## src/rtl/xcvr_pkg.sv

```systemverilog
package xcvr_pkg;

    // Action a path's storage element takes at a system clock edge
    typedef enum logic [1:0] {
        PATH_HOLD    = 2'd0,
        PATH_PASS    = 2'd1,
        PATH_CAPTURE = 2'd2
    } path_mode_e;

endpackage

```

## src/rtl/xcvr_edge_sense.sv

```systemverilog
module xcvr_edge_sense (
    input  logic clk,
    input  logic rst_n,
    input  logic stb,
    output logic rise
);

    logic stb_prev_q;

    // Previous strobe sample resets high so a strobe already high at
    // reset release is not seen as an edge
    always_ff @(posedge clk or negedge rst_n) begin
        if (!rst_n) begin
            stb_prev_q <= 1'b1;
        end else begin
            stb_prev_q <= stb;
        end
    end

    assign rise = stb & ~stb_prev_q;

endmodule

```

## src/rtl/xcvr_mode_ctl.sv

```systemverilog
module xcvr_mode_ctl
    import xcvr_pkg::*;
(
    input  logic       le,
    input  logic       rise,
    output path_mode_e mode
);

    always_comb begin
        unique case ({le, rise})
            2'b10, 2'b11: mode = PATH_PASS;
            2'b01:        mode = PATH_CAPTURE;
            2'b00:        mode = PATH_HOLD;
            default:      mode = PATH_HOLD;
        endcase
    end

endmodule

```

## src/rtl/xcvr_path.sv

```systemverilog
module xcvr_path
    import xcvr_pkg::*;
#(
    parameter int unsigned WIDTH          = 18,
    parameter bit          OE_ACTIVE_HIGH = 1'b1
) (
    input  logic             clk,
    input  logic             rst_n,
    input  logic [WIDTH-1:0] src,
    input  logic             le,
    input  logic             stb,
    input  logic             oe,
    output logic [WIDTH-1:0] dst,
    output logic             drive
);

    logic             stb_rise;
    path_mode_e       mode;
    logic [WIDTH-1:0] store_q;
    logic             drive_q;
    logic             drive_d;

    xcvr_edge_sense u_edge (
        .clk   (clk),
        .rst_n (rst_n),
        .stb   (stb),
        .rise  (stb_rise)
    );

    xcvr_mode_ctl u_mode (
        .le   (le),
        .rise (stb_rise),
        .mode (mode)
    );

    // Storage element: one register serving as latch or edge register
    always_ff @(posedge clk or negedge rst_n) begin
        if (!rst_n) begin
            store_q <= '0;
        end else begin
            unique case (mode)
                PATH_PASS:    store_q <= src;
                PATH_CAPTURE: store_q <= src;
                PATH_HOLD:    store_q <= store_q;
                default:      store_q <= store_q;
            endcase
        end
    end

    // Enable polarity chosen per direction
    generate
        if (OE_ACTIVE_HIGH) begin : g_oe_high
            assign drive_d = oe;
        end else begin : g_oe_low
            assign drive_d = ~oe;
        end
    endgenerate

    always_ff @(posedge clk or negedge rst_n) begin
        if (!rst_n) begin
            drive_q <= 1'b0;
        end else begin
            drive_q <= drive_d;
        end
    end

    assign dst   = store_q;
    assign drive = drive_q;

endmodule

```

## src/rtl/dual_path_bus_xcvr.sv

```systemverilog
module dual_path_bus_xcvr #(
    parameter int unsigned WIDTH = 18
) (
    input  logic             clk,
    input  logic             rst_n,
    input  logic [WIDTH-1:0] a_port,
    input  logic [WIDTH-1:0] b_port,
    input  logic             ab_le,
    input  logic             ab_stb,
    input  logic             ab_oe,
    input  logic             ba_le,
    input  logic             ba_stb,
    input  logic             ba_oe_n,
    output logic [WIDTH-1:0] b_data,
    output logic             b_drive,
    output logic [WIDTH-1:0] a_data,
    output logic             a_drive
);

    localparam int unsigned NUM_DIR = 2;  // 0: A-to-B, 1: B-to-A

    logic [WIDTH-1:0] dir_src [NUM_DIR];
    logic [WIDTH-1:0] dir_dst [NUM_DIR];
    logic             dir_le  [NUM_DIR];
    logic             dir_stb [NUM_DIR];
    logic             dir_oe  [NUM_DIR];
    logic             dir_drv [NUM_DIR];

    assign dir_src[0] = a_port;
    assign dir_le[0]  = ab_le;
    assign dir_stb[0] = ab_stb;
    assign dir_oe[0]  = ab_oe;

    assign dir_src[1] = b_port;
    assign dir_le[1]  = ba_le;
    assign dir_stb[1] = ba_stb;
    assign dir_oe[1]  = ba_oe_n;

    generate
        for (genvar gi = 0; gi < NUM_DIR; gi++) begin : g_dir
            xcvr_path #(
                .WIDTH          (WIDTH),
                .OE_ACTIVE_HIGH (gi == 0)
            ) u_path (
                .clk   (clk),
                .rst_n (rst_n),
                .src   (dir_src[gi]),
                .le    (dir_le[gi]),
                .stb   (dir_stb[gi]),
                .oe    (dir_oe[gi]),
                .dst   (dir_dst[gi]),
                .drive (dir_drv[gi])
            );
        end
    endgenerate

    assign b_data  = dir_dst[0];
    assign b_drive = dir_drv[0];
    assign a_data  = dir_dst[1];
    assign a_drive = dir_drv[1];

endmodule

```

## config.mk

```make
export PLATFORM = sky130hd
export DESIGN_NAME = dual_path_bus_xcvr
export DESIGN_NICKNAME = d
export VERILOG_FILES = /design/src/rtl/xcvr_pkg.sv /design/src/rtl/xcvr_edge_sense.sv /design/src/rtl/xcvr_mode_ctl.sv /design/src/rtl/xcvr_path.sv /design/src/rtl/dual_path_bus_xcvr.sv
export SDC_FILE = /design/constraint.sdc
export NUM_CORES = 1
export LEC_CHECK = 0
export ABC_AREA = 1
export BUFFER_PORTS_ARGS = -buffer_cell sky130_fd_sc_hd__buf_2
export CAP_MARGIN = 30
export CORE_MARGIN = 2
export CORE_UTILIZATION = 41
export DETAILED_ROUTE_END_ITERATION = 12
export GPL_TIMING_DRIVEN = 1
export PLACE_DENSITY = 0.84
export SYNTH_ARGS = -nofsm -noshare
export SYNTH_HDL_FRONTEND = slang
export SYNTH_HIERARCHICAL = 1
export SYNTH_SLANG_ARGS = --single-unit
```

## constraint.sdc

```tcl
create_clock -name clk -period 1.3 [get_ports clk]
set_input_delay 0.26 -clock clk [delete_from_list [all_inputs] [get_ports clk]]
set_output_delay 0.26 -clock clk [all_outputs]
set_load 0.05 [all_outputs]
```

Word-level counts from Yosys, hierarchy flattened
Cells that the tools add are included.
{"block": "classes", "reduce_logical": 6, "eq_ne": 10, "bitwise": 5, "n_mux": 2}
{"op": "== test 2 bit, second input constant", "count": 6}
{"op": "case mux 2 bit (3 select lines)", "count": 2}
{"op": "== test 2 x 1 -> 1 bit, second input constant", "count": 4}
{"op": "OR reduction 2 bit", "count": 4}
{"op": "logical NOT 2 bit", "count": 2}
{"op": "inverter 1 bit", "count": 3}
{"op": "AND 1 bit", "count": 2}
{"block": "totals", "elab_cells": 29, "out_inout_bits": 38, "reg_bits": 40}

Logic depth before layout (Yosys ltp)
Gate-level depths: netlist of run 1.
{"block": "depth", "ltp_word": 7, "mapped_depth": 9, "depth_no_buf": 8}

By module
The synthesis of run 1 kept the hierarchy.
{"module": "xcvr_path at g_dir[1].u_path", "seq_area_each_um2": 475.5, "cells_each": 84, "area_per_inst_um2": 819.5, "instances": 1}
{"module": "xcvr_path at g_dir[0].u_path", "seq_area_each_um2": 475.5, "cells_each": 83, "area_per_inst_um2": 815.8, "instances": 1}
{"module": "xcvr_edge_sense", "seq_area_each_um2": 26.3, "cells_each": 3, "area_per_inst_um2": 36.3, "instances": 2}
{"module": "xcvr_mode_ctl", "seq_area_each_um2": 0.0, "cells_each": 3, "area_per_inst_um2": 11.3, "instances": 2}

Worst setup path before layout of run 1
No wires, ideal clock.
{"block": "synth_path", "kind": "flip-flop to flip-flop", "from": "register g_dir[0].u_path.u_edge.stb_prev_q", "to": "register g_dir[0].u_path.store_q[10]", "setup_time_ns": 0.120, "path_slack_ns": 0.005, "stages_incl_launch_ff": 8, "period_less_slack_ns": 1.295, "t_arrival_ns": 1.175, "cell_sequence": "dfstp_2 -> nor2_2 -> inv_1 -> nor2_1 -> nand2_2 -> buf_6 -> nand3_1 -> nand2_1"}
{"block": "synth_between", "elab_chain_len": 7, "elab_cells_between_ends": 11, "cone_classes": "eq/ne: 5; mux: 1; bitwise: 2; reduce/logical: 3"}
{"element": "from (decl)", "line": "xcvr_edge_sense.sv:8", "text": "logic stb_prev_q;"}
{"element": "from (signal assigned)", "line": "xcvr_edge_sense.sv:16", "text": "stb_prev_q <= stb;"}
{"element": "inverter 1 bit *", "line": "xcvr_edge_sense.sv:20", "text": "assign rise = stb & ~stb_prev_q;"}
{"element": "AND 1 bit *", "line": "xcvr_edge_sense.sv:20"}
{"element": "via g_dir[0].u_path.stb_rise", "line": "xcvr_path.sv:17", "text": "logic stb_rise;"}
{"element": "== test 2 bit", "line": "xcvr_mode_ctl.sv:10", "text": "unique case ({le, rise})"}
{"element": "OR reduction 2 bit", "line": "xcvr_mode_ctl.sv:10"}
{"element": "case mux 2 bit (3 select lines) *", "line": "xcvr_mode_ctl.sv:10"}
{"element": "via g_dir[0].u_path.mode[1]", "line": "xcvr_path.sv:18", "text": "path_mode_e mode;"}
{"element": "== test 2 x 1 -> 1 bit / == test 2 bit (equally long branches)", "line": "xcvr_path.sv:41", "text": "unique case (mode)"}
{"element": "OR reduction 2 bit (no source line) *"}
{"element": "to (signal assigned)", "line": "xcvr_path.sv:42", "text": "PATH_PASS: store_q <= src;"}
{"element": "to (signal assigned)", "line": "xcvr_path.sv:43", "text": "PATH_CAPTURE: store_q <= src;"}
{"element": "to (signal assigned)", "line": "xcvr_path.sv:44", "text": "PATH_HOLD: store_q <= store_q;"}
{"element": "to (decl)", "line": "xcvr_path.sv:19", "text": "logic [WIDTH-1:0] store_q;"}
The timed path passes the listed nets; every way through them passes the cells marked *.
A chain may end at the register's enable or synchronous reset.

Worst setup path after layout of run 1
{"block": "layout_path", "from": "register g_dir[1].u_path.u_edge.stb_prev_q", "to": "register g_dir[1].u_path.store_q[5]"}
{"block": "layout_between", "elab_chain_len": 7, "elab_cells_between_ends": 11, "cone_classes": "eq/ne: 5; mux: 1; bitwise: 2; reduce/logical: 3"}
{"element": "from (decl)", "line": "xcvr_edge_sense.sv:8"}
{"element": "from (signal assigned)", "line": "xcvr_edge_sense.sv:16"}
{"element": "inverter 1 bit *", "line": "xcvr_edge_sense.sv:20"}
{"element": "AND 1 bit *", "line": "xcvr_edge_sense.sv:20"}
{"element": "via g_dir[1].u_path.stb_rise", "line": "xcvr_path.sv:17"}
{"element": "== test 2 bit", "line": "xcvr_mode_ctl.sv:10"}
{"element": "OR reduction 2 bit", "line": "xcvr_mode_ctl.sv:10"}
{"element": "case mux 2 bit (3 select lines) *", "line": "xcvr_mode_ctl.sv:10"}
{"element": "via g_dir[1].u_path.mode[1]", "line": "xcvr_path.sv:18"}
{"element": "== test 2 x 1 -> 1 bit / == test 2 bit (equally long branches)", "line": "xcvr_path.sv:41"}
{"element": "OR reduction 2 bit (no source line) *"}
{"element": "to (signal assigned)", "line": "xcvr_path.sv:42"}
{"element": "to (signal assigned)", "line": "xcvr_path.sv:43"}
{"element": "to (signal assigned)", "line": "xcvr_path.sv:44"}
{"element": "to (decl)", "line": "xcvr_path.sv:19"}
Marks and branches as above.

==> results of run 1 <==
## cell families after synthesis
kind of cell | after synthesis
simple gates | 120
buf+inv | 19
flops | 40
## critical path, cell delays in order (launching register included)
cell and delay (ps):
dfstp_2 530, nor2_2 30, inv_1 80, nor2_4 50, buf_4 140, nand2_4 170
nand3_1 110, nand2_1 80
## layout make-up
| cell class | count | area [µm²] |
|---|---|---|
| flip-flops and latches | 40 | 1000 |
| fillers | 386 | 1700 |
| clock buffers | 5 | 68.8 |
| repair buffers | 85 | 450 |
| clock inverters | 2 | 60.1 |
| inverters | 9 | 36.3 |
| well taps | 50 | 62.6 |
| multi-input cells | 120 | 647 |
## worst min path at each step
stage	cells past startpoint	end	slack [ps]
3_5_place_dp	2	g_dir[1].u_path/dst[6]	250
4_1_cts	1	g_dir[0].u_path/u_edge/stb_prev_q	70
5_1_grt	1	g_dir[0].u_path/u_edge/stb_prev_q	60
2_1_floorplan	0	g_dir[0].u_path/drive	-40
3_3_place_gp	2	g_dir[1].u_path/dst[6]	250
6_report	1	g_dir[0].u_path/drive	80
## power by group
group | internal, W | switching [W] | leakage, nW
logic | 0.000246 | 0.000745 | 0.751
clock network | 0.000755 | 0.000410 | 0.0642
registers | 0.00138 | 0.0000754 | 0.477
total | 0.00239 | 0.00123 | 1.29
## through the flow
step / setup TNS (ps) / power [W] / instances / hold WS, ps
after floorplan: 0 / 0.00219 / 179 / -35.6
after global placement: 0 / 0.00244 / 303 / 245
after detailed placement: -534 / 0.00246 / 303 / 249
after CTS: 0 / 0.00365 / 311 / 66.0
after global routing: 0 / 0.00380 / 311 / 55.7
final: 0 / 0.00362 / 311 / 80.2
## Yosys cell counts
cell type / count / area (µm²)
buf_6: 8 / 90.1
inv_2: 4 / 15.0
clkbuf_1: 2 / 7.51
nor2_1: 2 / 7.51
nand2_1: 36 / 135
nor2_2: 2 / 12.5
nand2_4: 6 / 67.6
nand2_2: 2 / 12.5
nand3_1: 72 / 360
dfstp_2: 2 / 52.6
dfrtp_1: 38 / 951
inv_1: 5 / 18.8
## registers in the layout (all words and copies together) (netlist names)
| register | flops |
|---|---|
| g_dir.u_path/u_edge/stb_prev_q | 2 |
| g_dir.u_path/dst | 36 |
| g_dir.u_path/drive | 2 |
## timing repair
action                                 4_1_cts  5_1_grt
setup buffers                                0        0
gates cloned                                 0        0
setup endpoints to repair                   10       36
hold buffers                                 1        0
pin swaps                                    0        0
endpoints found under the hold margin       38        0
gates resized for setup                      2        8
## metal layers
layer	vias to the layer above	routed length [µm]
met3	5	326
met4	0	39
met5	-	0
li1	758	-
met1	698	1760
met2	70	1850
==> impl_metrics.json, run 1 <==
{
  "grt-ovfl-total": 0,
  "routedWlPerCell_um": 12.8,
  "synth_top_family_by_area": "simple AND/OR/NAND/NOR gates",
  "antenna_left": 0,
  "r2r_cells": 7,
  "io_pins": 82,
  "drc_errors": 0,
  "fp.dieW_um": 69.0,
  "core_area_um2": 4030,
  "yosys.area_share.simple": 0.344,
  "port_buffers": 81,
  "initial_core_util": 0.430,
  "grt_pass1_wl_mm": 6.20,
  "rsz0062_at_grt": "false",
  "cts_tree": "done",
  "hold_path.startpoint": "ab_oe",
  "cts_root_buffer": "clkbuf_8",
  "gp_congestion": 0.712,
  "startpoint": "g_dir[1].u_path/u_edge/stb_prev_q",
  "end_kind": "flop",
  "slew_headroom": 0.830,
  "final_common_cell": "buf_2",
  "tightestPinTransition_ps": 257,
  "cts.sinks": 40,
  "power-per-cell-area_nw_per_um2": 1550,
  "synth_cell_types": 12,
  "ys_ff_latch": 40,
  "worstSetupPathType": "flop to flop",
  "final_util": 0.578,
  "dpl.hpwl_mm": 2.86,
  "period_needed_ps": 1240,
  "cp.arrival_ps": 1470,
  "avgSynthCellArea_um2": 9.67,
  "status": "completed",
  "vias": 1531,
  "synth_compound_area_frac": 0,
  "antenna_found_initial": 0,
  "final_nets": 305,
  "place_area_um2": 2140,
  "dieArea_um2": 4760,
  "drv_cap": 0,
  "clock_skew_ps": 6.90,
  "ir_drop_uv": 992,
  "grtUsageMet2": 0.282,
  "cts_made_buffers": 5,
  "hold_viol": 0,
  "netlist_area_um2": 1730,
  "clk_latency_ps": 290,
  "grt_pass1_vias": 1379,
  "worst-path-max-fanout": 18,
  "pre_cts_ws_ps": -39.3,
  "crit-reg2reg-launch": "g_dir[1].u_path/u_edge/stb_prev_q",
  "wl_mm": 3.98,
  "ys_warn_count": 6,
  "p_leak_nw": 1.29,
  "synth_fp_nets": 223,
  "required_ps": 1530,
  "row_count": 23,
  "ys_seq_area_frac": 0.580,
  "reg2reg_slack_ps": 60,
  "synth-xor-area-share": 0,
  "drtIter0Drc": 134,
  "fmax_ghz": 0.804,
  "finalCritPeriodShare": 0.957,
  "setup_viol": 0,
  "yosys.area_share.adder": 0,
  "finalMaxSlewViolations": 0,
  "diodes": 0,
  "finalInstanceArea_um2": 2330,
  "grt_max_degree": 41,
  "clk_pin_slew_ps": 70,
  "h-tree-depth": 2,
  "met1_usage": 0.235,
  "worstSetupEndpoint": "g_dir[1].u_path/dst[5]",
  "area_growth_pct": 34.6,
  "r2r_end": "g_dir[1].u_path/dst[5]",
  "gr-usage-met3": 0.0633,
  "vias_per_cell": 4.92,
  "die_h_um": 69.0,
  "cp-start-kind": "flop",
  "busiest_layer": "met2",
  "track_usage": 0.179,
  "layout_common_cells": "81 x buf_2, 72 x nand3_1, 38 x dfrtp_1, 36 x nand2_1",
  "synthMuxAreaShare": 0,
  "timing.final.ws_setup_ps": 55.9,
  "cts_buffer_depth": 2,
  "drt_pass1_iterations": 4,
  "hold_path_class": "input pin to flop",
  "synthCells": 179,
  "drive_gt1_frac": 0.418
}
No activity file was read; power rests on OpenSTA's default activity.
==> inputs of run 2 (changes only) <==
--- a/config.mk
+++ b/config.mk
@@ -6,7 +6,7 @@
 export NUM_CORES = 1
 export LEC_CHECK = 0
 export ABC_AREA = 1
-export BUFFER_PORTS_ARGS = -buffer_cell sky130_fd_sc_hd__buf_2
+export BUFFER_PORTS_ARGS = -buffer_cell sky130_fd_sc_hd__buf_4
 export CAP_MARGIN = 30
 export CORE_MARGIN = 2
 export CORE_UTILIZATION = 41
==> run 2 against run 1 <==
Compared with the run above:
- first-iteration DRC count fell by 6.0%
- fmax increased by 2.3%
- hold slack gained 6.8 ps
- critical endpoint is now g_dir[0].u_path/dst[5]
- highest routed layer unchanged
==> impl_metrics.json, run 2 (synthesis gave the netlist of run 1 again) <==
{
  "reg2reg_slack_ps": 80,
  "power-per-cell-area_nw_per_um2": 1350,
  "slew_headroom": 0.662,
  "post_cts_buffers": 0,
  "rsz0062_at_grt": "true",
  "setup_viol": 0,
  "grt-ovfl-total": 0,
  "fmax_ghz": 0.822,
  "cts.sinks": 40,
  "antenna_left": 0,
  "cts_tree": "done",
  "fin_cells": 311,
  "core_area_um2": 4030,
  "clock_skew_ps": 3.76,
  "required_ps": 1470,
  "crit_family": "flip-flops",
  "place_inst": 302,
  "finalPower_w": 0.00334,
  "routedWlPerCell_um": 13.3,
  "holdWs_ps": 86.9,
  "crit-reg2reg-launch": "g_dir[0].u_path/u_edge/stb_prev_q",
  "wl_mm": 4.14,
  "hold_path.startpoint": "ab_oe",
  "layout_common_cells": "83 x buf_4, 72 x nand3_1, 38 x dfrtp_1, 36 x nand2_1",
  "tightestPinTransition_ps": 507,
  "fp.dieW_um": 69.0,
  "cts_made_buffers": 5,
  "cp.arrival_ps": 1390,
  "worst-path-max-fanout": 18,
  "r2r_end": "g_dir[0].u_path/dst[5]",
  "period_needed_ps": 1220,
  "drc_errors": 0,
  "dpl.hpwl_mm": 2.91,
  "drtIter0Drc": 126,
  "r2r_cells": 7,
  "drive_gt1_frac": 0.410,
  "antenna_found_initial": 0,
  "final_nets": 304,
  "status": "completed",
  "crit_buf_inv": 2,
  "drt_pass1_iterations": 4,
  "cp-start-kind": "flop",
  "track_usage": 0.184,
  "row_count": 23,
  "ir_drop_uv": 765,
  "cp_slowest_cell": "dfstp_2",
  "final_common_cell": "buf_4",
  "p_leak_nw": 1.32,
  "drv_cap": 0,
  "port_buffers": 81,
  "cts_buffer_depth": 2,
  "clk_pin_slew_ps": 70,
  "path_cells": "nor2_2, inv_1, nor2_4, inv_2, nand2_4, nand3_1, nand2_1",
  "initial_core_util": 0.430,
  "hold_path_class": "input pin to flop",
  "finalMaxSlewViolations": 0,
  "slowest_delay_ps": 530,
  "vias_per_cell": 5.11,
  "largest_reg_flops": 36,
  "hold_viol": 0,
  "grt_max_degree": 41,
  "grt_pass1_wl_mm": 6.45,
  "hold_depth": 1,
  "h-tree-depth": 2,
  "startpoint": "g_dir[0].u_path/u_edge/stb_prev_q",
  "worstSetupPathType": "flop to flop",
  "finalCritPeriodShare": 0.936,
  "end_kind": "flop",
  "area_growth_pct": 42.9,
  "dieArea_um2": 4760,
  "final_util": 0.614,
  "clk_latency_ps": 280,
  "vias": 1589,
  "hold_end": "g_dir[0].u_path/drive",
  "grt_pass1_vias": 1454,
  "cts_root_buffer": "clkbuf_8",
  "die_h_um": 69.0,
  "gp_congestion": 0.746,
  "diodes": 0,
  "io_pins": 82
}
==> run 2: what timing repair did <==
item,in CTS,in global routing
hold endpoints to repair,38,0
gates cloned,0,0
hold buffers,1,0
gates resized for setup,4,7
endpoints found under the setup margin,11,32
==> run 2: layout make-up <==
class	instances	area, µm²
Inverter	9	36.3
Tap cell	50	62.6
Timing Repair Buffer	84	633
Clock inverter	1	5.00
Clock buffer	7	76.3
Sequential cell	40	1000
Multi-Input combinational cell	120	656
Fill cell	373	1560
==> run 2: power by group <==
| part | switching, W | internal [W] | total (W) |
|---|---|---|---|
| Combinational | 0.000747 | 0.000356 | 0.00110 |
| Clock | 0.000394 | 0.000376 | 0.000770 |
| Sequential | 0.0000823 | 0.00138 | 0.00147 |
| Total | 0.00122 | 0.00212 | 0.00334 |
==> run 2: layer usage <==
| metal | vias to the layer above | routed length, µm | track usage | share of wire |
|---|---|---|---|---|
| li1 | 760 | - | - | - |
| met3 | 5 | 416 | 0.0471 | 0.10 |
| met5 | - | 0 | 0 | 0 |
| met2 | 75 | 2020 | 0.281 | 0.49 |
| met1 | 749 | 1670 | 0.254 | 0.40 |
| met4 | 0 | 36 | 0.0588 | 0.0087 |
==> run 2: through the flow <==
stage | TNS, ps | worst slack [ps] | cell area [µm²]
floorplan | 0 | 5.41 | 1730
global placement | 0 | 15.9 | 2320
detailed placement | -97.3 | -11.4 | 2320
CTS | 0 | 51.2 | 2420
global route | -1.11 | -1.11 | 2470
finish | 0 | 83.3 | 2470
==> run 2: worst max path at each step <==
stage | to | slack, ps | cells past startpoint
after floorplan | g_dir[0].u_path/dst[10] | 5 | 7
after global placement | g_dir[0].u_path/dst[6] | 20 | 8
after detailed placement | g_dir[0].u_path/dst[5] | -10 | 8
after CTS | g_dir[1].u_path/dst[14] | 50 | 7
after global routing | g_dir[0].u_path/dst[8] | -1 | 7
final | g_dir[0].u_path/dst[5] | 80 | 7
==> run 2: worst reg2reg max path: stages, from the launching register on <==
cell and delay (ps):
dfstp_2 530, nor2_2 30, inv_1 80, nor2_4 50
inv_2 90, nand2_4 140, nand3_1 120, nand2_1 60
==> inputs of run 3 (changes only) <==
--- a/config.mk
+++ b/config.mk
@@ -8,11 +8,13 @@
 export ABC_AREA = 1
 export BUFFER_PORTS_ARGS = -buffer_cell sky130_fd_sc_hd__buf_4
 export CAP_MARGIN = 30
+export CORE_ASPECT_RATIO = 0.75
 export CORE_MARGIN = 2
 export CORE_UTILIZATION = 41
 export DETAILED_ROUTE_END_ITERATION = 12
 export GPL_TIMING_DRIVEN = 1
 export PLACE_DENSITY = 0.84
+export RECOVER_POWER = 50
 export SYNTH_ARGS = -nofsm -noshare
 export SYNTH_HDL_FRONTEND = slang
 export SYNTH_HIERARCHICAL = 1
==> run 3 against run 2 <==
Compared with the run above:
- final cell count up 1.6%
- sequential cell count unchanged
- clock-buffer cell count fell by 1
- clock power is 26% higher
- highest routed layer unchanged
- largest power group unchanged
- first-iteration DRC count is 32% lower
- register-to-register slack hardly changed
- critical path depth unchanged
- critical endpoint is now g_dir[0].u_path/dst[0]
==> impl_metrics.json, run 3 (synthesis gave the netlist of run 1 again) <==
{
  "power-per-cell-area_nw_per_um2": 1410,
  "finalCritPeriodShare": 0.934,
  "multiInputGateArea_um2": 683,
  "worstSetupPathType": "flop to flop",
  "r2r_end": "g_dir[0].u_path/dst[0]",
  "fmax_ghz": 0.823,
  "core_area_um2": 4050,
  "startpoint": "g_dir[0].u_path/u_edge/stb_prev_q",
  "grt-ovfl-total": 0,
  "status": "completed",
  "finalPower_w": 0.00353,
  "crit-reg2reg-launch": "g_dir[0].u_path/u_edge/stb_prev_q",
  "drv_cap": 0,
  "cp.arrival_ps": 1380,
  "worstSetupEndpoint": "g_dir[0].u_path/dst[0]",
  "r2r_cells": 7,
  "end_kind": "flop",
  "required_ps": 1470,
  "vias_per_cell": 4.92,
  "antenna_left": 0,
  "hold_path_class": "input pin to flop",
  "final_common_cell": "nand3_1",
  "vias": 1555,
  "gp_congestion": 0.728,
  "drt_pass1_iterations": 4,
  "period_needed_ps": 1210,
  "diodes": 0,
  "area_growth_pct": 44.7,
  "ir_drop_uv": 578,
  "grt_max_degree": 41,
  "final_util": 0.618,
  "cts_buffer_depth": 2,
  "fp.dieW_um": 79.0,
  "tightestPinTransition_ps": 541,
  "clk_pin_slew_ps": 70,
  "die_h_um": 60.3,
  "setup_viol": 0,
  "post_cts_buffers": 0,
  "cts_tree": "done",
  "cts.sinks": 40,
  "grt_pass1_vias": 1416,
  "slew_headroom": 0.639,
  "io_pins": 82,
  "port_buffers": 81,
  "reg2reg_slack_ps": 90,
  "h-tree-depth": 2,
  "clock_skew_ps": 6.29,
  "drtIter0Drc": 86,
  "cp-start-kind": "flop",
  "clk_latency_ps": 280,
  "layout_common_cells": "70 x nand3_1, 63 x buf_4, 38 x dfrtp_1, 36 x nand2_1, 14 x clkbuf_2",
  "wl_mm": 4.22,
  "antenna_found_initial": 0,
  "worst-path-max-fanout": 18,
  "fillers": 361,
  "cts_root_buffer": "clkbuf_8",
  "track_usage": 0.182,
  "dpl.hpwl_mm": 2.99,
  "cts_made_buffers": 5,
  "finalMaxSlewViolations": 0,
  "hold_path.startpoint": "ba_stb",
  "dieArea_um2": 4760,
  "largest_reg_flops": 36,
  "routedWlPerCell_um": 13.4,
  "seqCellArea_um2": 1000,
  "initial_core_util": 0.427,
  "row_count": 20,
  "drive_gt1_frac": 0.421,
  "final_nets": 304,
  "p_leak_nw": 1.33,
  "grt_pass1_wl_mm": 6.62,
  "drc_errors": 0,
  "hold_viol": 0
}
==> run 3: cell types whose count changed in the layout (fill, tap and decap cells not counted), sizes merged <==
cell	before	now
buf	83	64
clkbuf	7	25
bufinv	0	1
==> run 3: worst min-delay path by stage <==
stage	endpoint	slack, ps	cells after the start
3_3_place_gp	g_dir[0].u_path/drive	270	1
2_1_floorplan	g_dir[0].u_path/drive	-40	0
4_1_cts	g_dir[0].u_path/drive	70	1
6_report	g_dir[1].u_path/u_edge/stb_prev_q	90	1
5_1_grt	g_dir[0].u_path/u_edge/stb_prev_q	80	1
3_5_place_dp	g_dir[0].u_path/drive	270	1
==> run 3: per-stage QoR <==
step	hold WS, ps	setup slack (ps)	cell area (µm²)	TNS, ps	cells
global route	77.9	-14.2	2500	-14.2	316
detailed placement	267	-64.2	2320	-240	307
finish	93.0	85.6	2500	0	316
CTS	66.9	5.90	2450	0	316
global placement	267	3.01	2320	0	307
floorplan	-35.6	5.41	1730	0	179
==> run 3: power breakdown <==
part	total (W)	leakage, nW	switching (W)	internal (W)
logic	0.00109	0.796	0.000756	0.000331
clock network	0.000974	0.0552	0.000405	0.000569
registers	0.00147	0.477	0.0000824	0.00138
==> run 3: critical path: stages (launching register included) <==
cell,delay (ps)
dfstp_2,530
nor2_2,30
inv_1,80
nor2_4,60
inv_4,110
nand2_8,110
nand3_1,110
nand2_1,60
==> run 3: per-layer routing <==
| metal | wire length, µm | share of wire | GRT usage |
|---|---|---|---|
| met1 | 1850 | 0.44 | 0.246 |
| met4 | 32 | 0.0076 | 0.0517 |
| met3 | 341 | 0.081 | 0.0544 |
| met2 | 2000 | 0.47 | 0.288 |
| met5 | 0 | 0 | 0 |
==> run 3: cell type report <==
cell class | instances | area share
clock buffer | 6 | 0.0290
clock inverter | 2 | 0.0140
inverter | 9 | 0.0155
multi-input combinational | 120 | 0.273
sequential | 40 | 0.401
tap | 55 | 0.0275
timing repair buffer | 84 | 0.240
==> run 3: timing repair <==
item,in CTS,in global routing
endpoints found under the setup margin,10,36
pin swaps,0,1
resized for setup,2,15
hold buffers,1,0
hold endpoints to repair,38,0
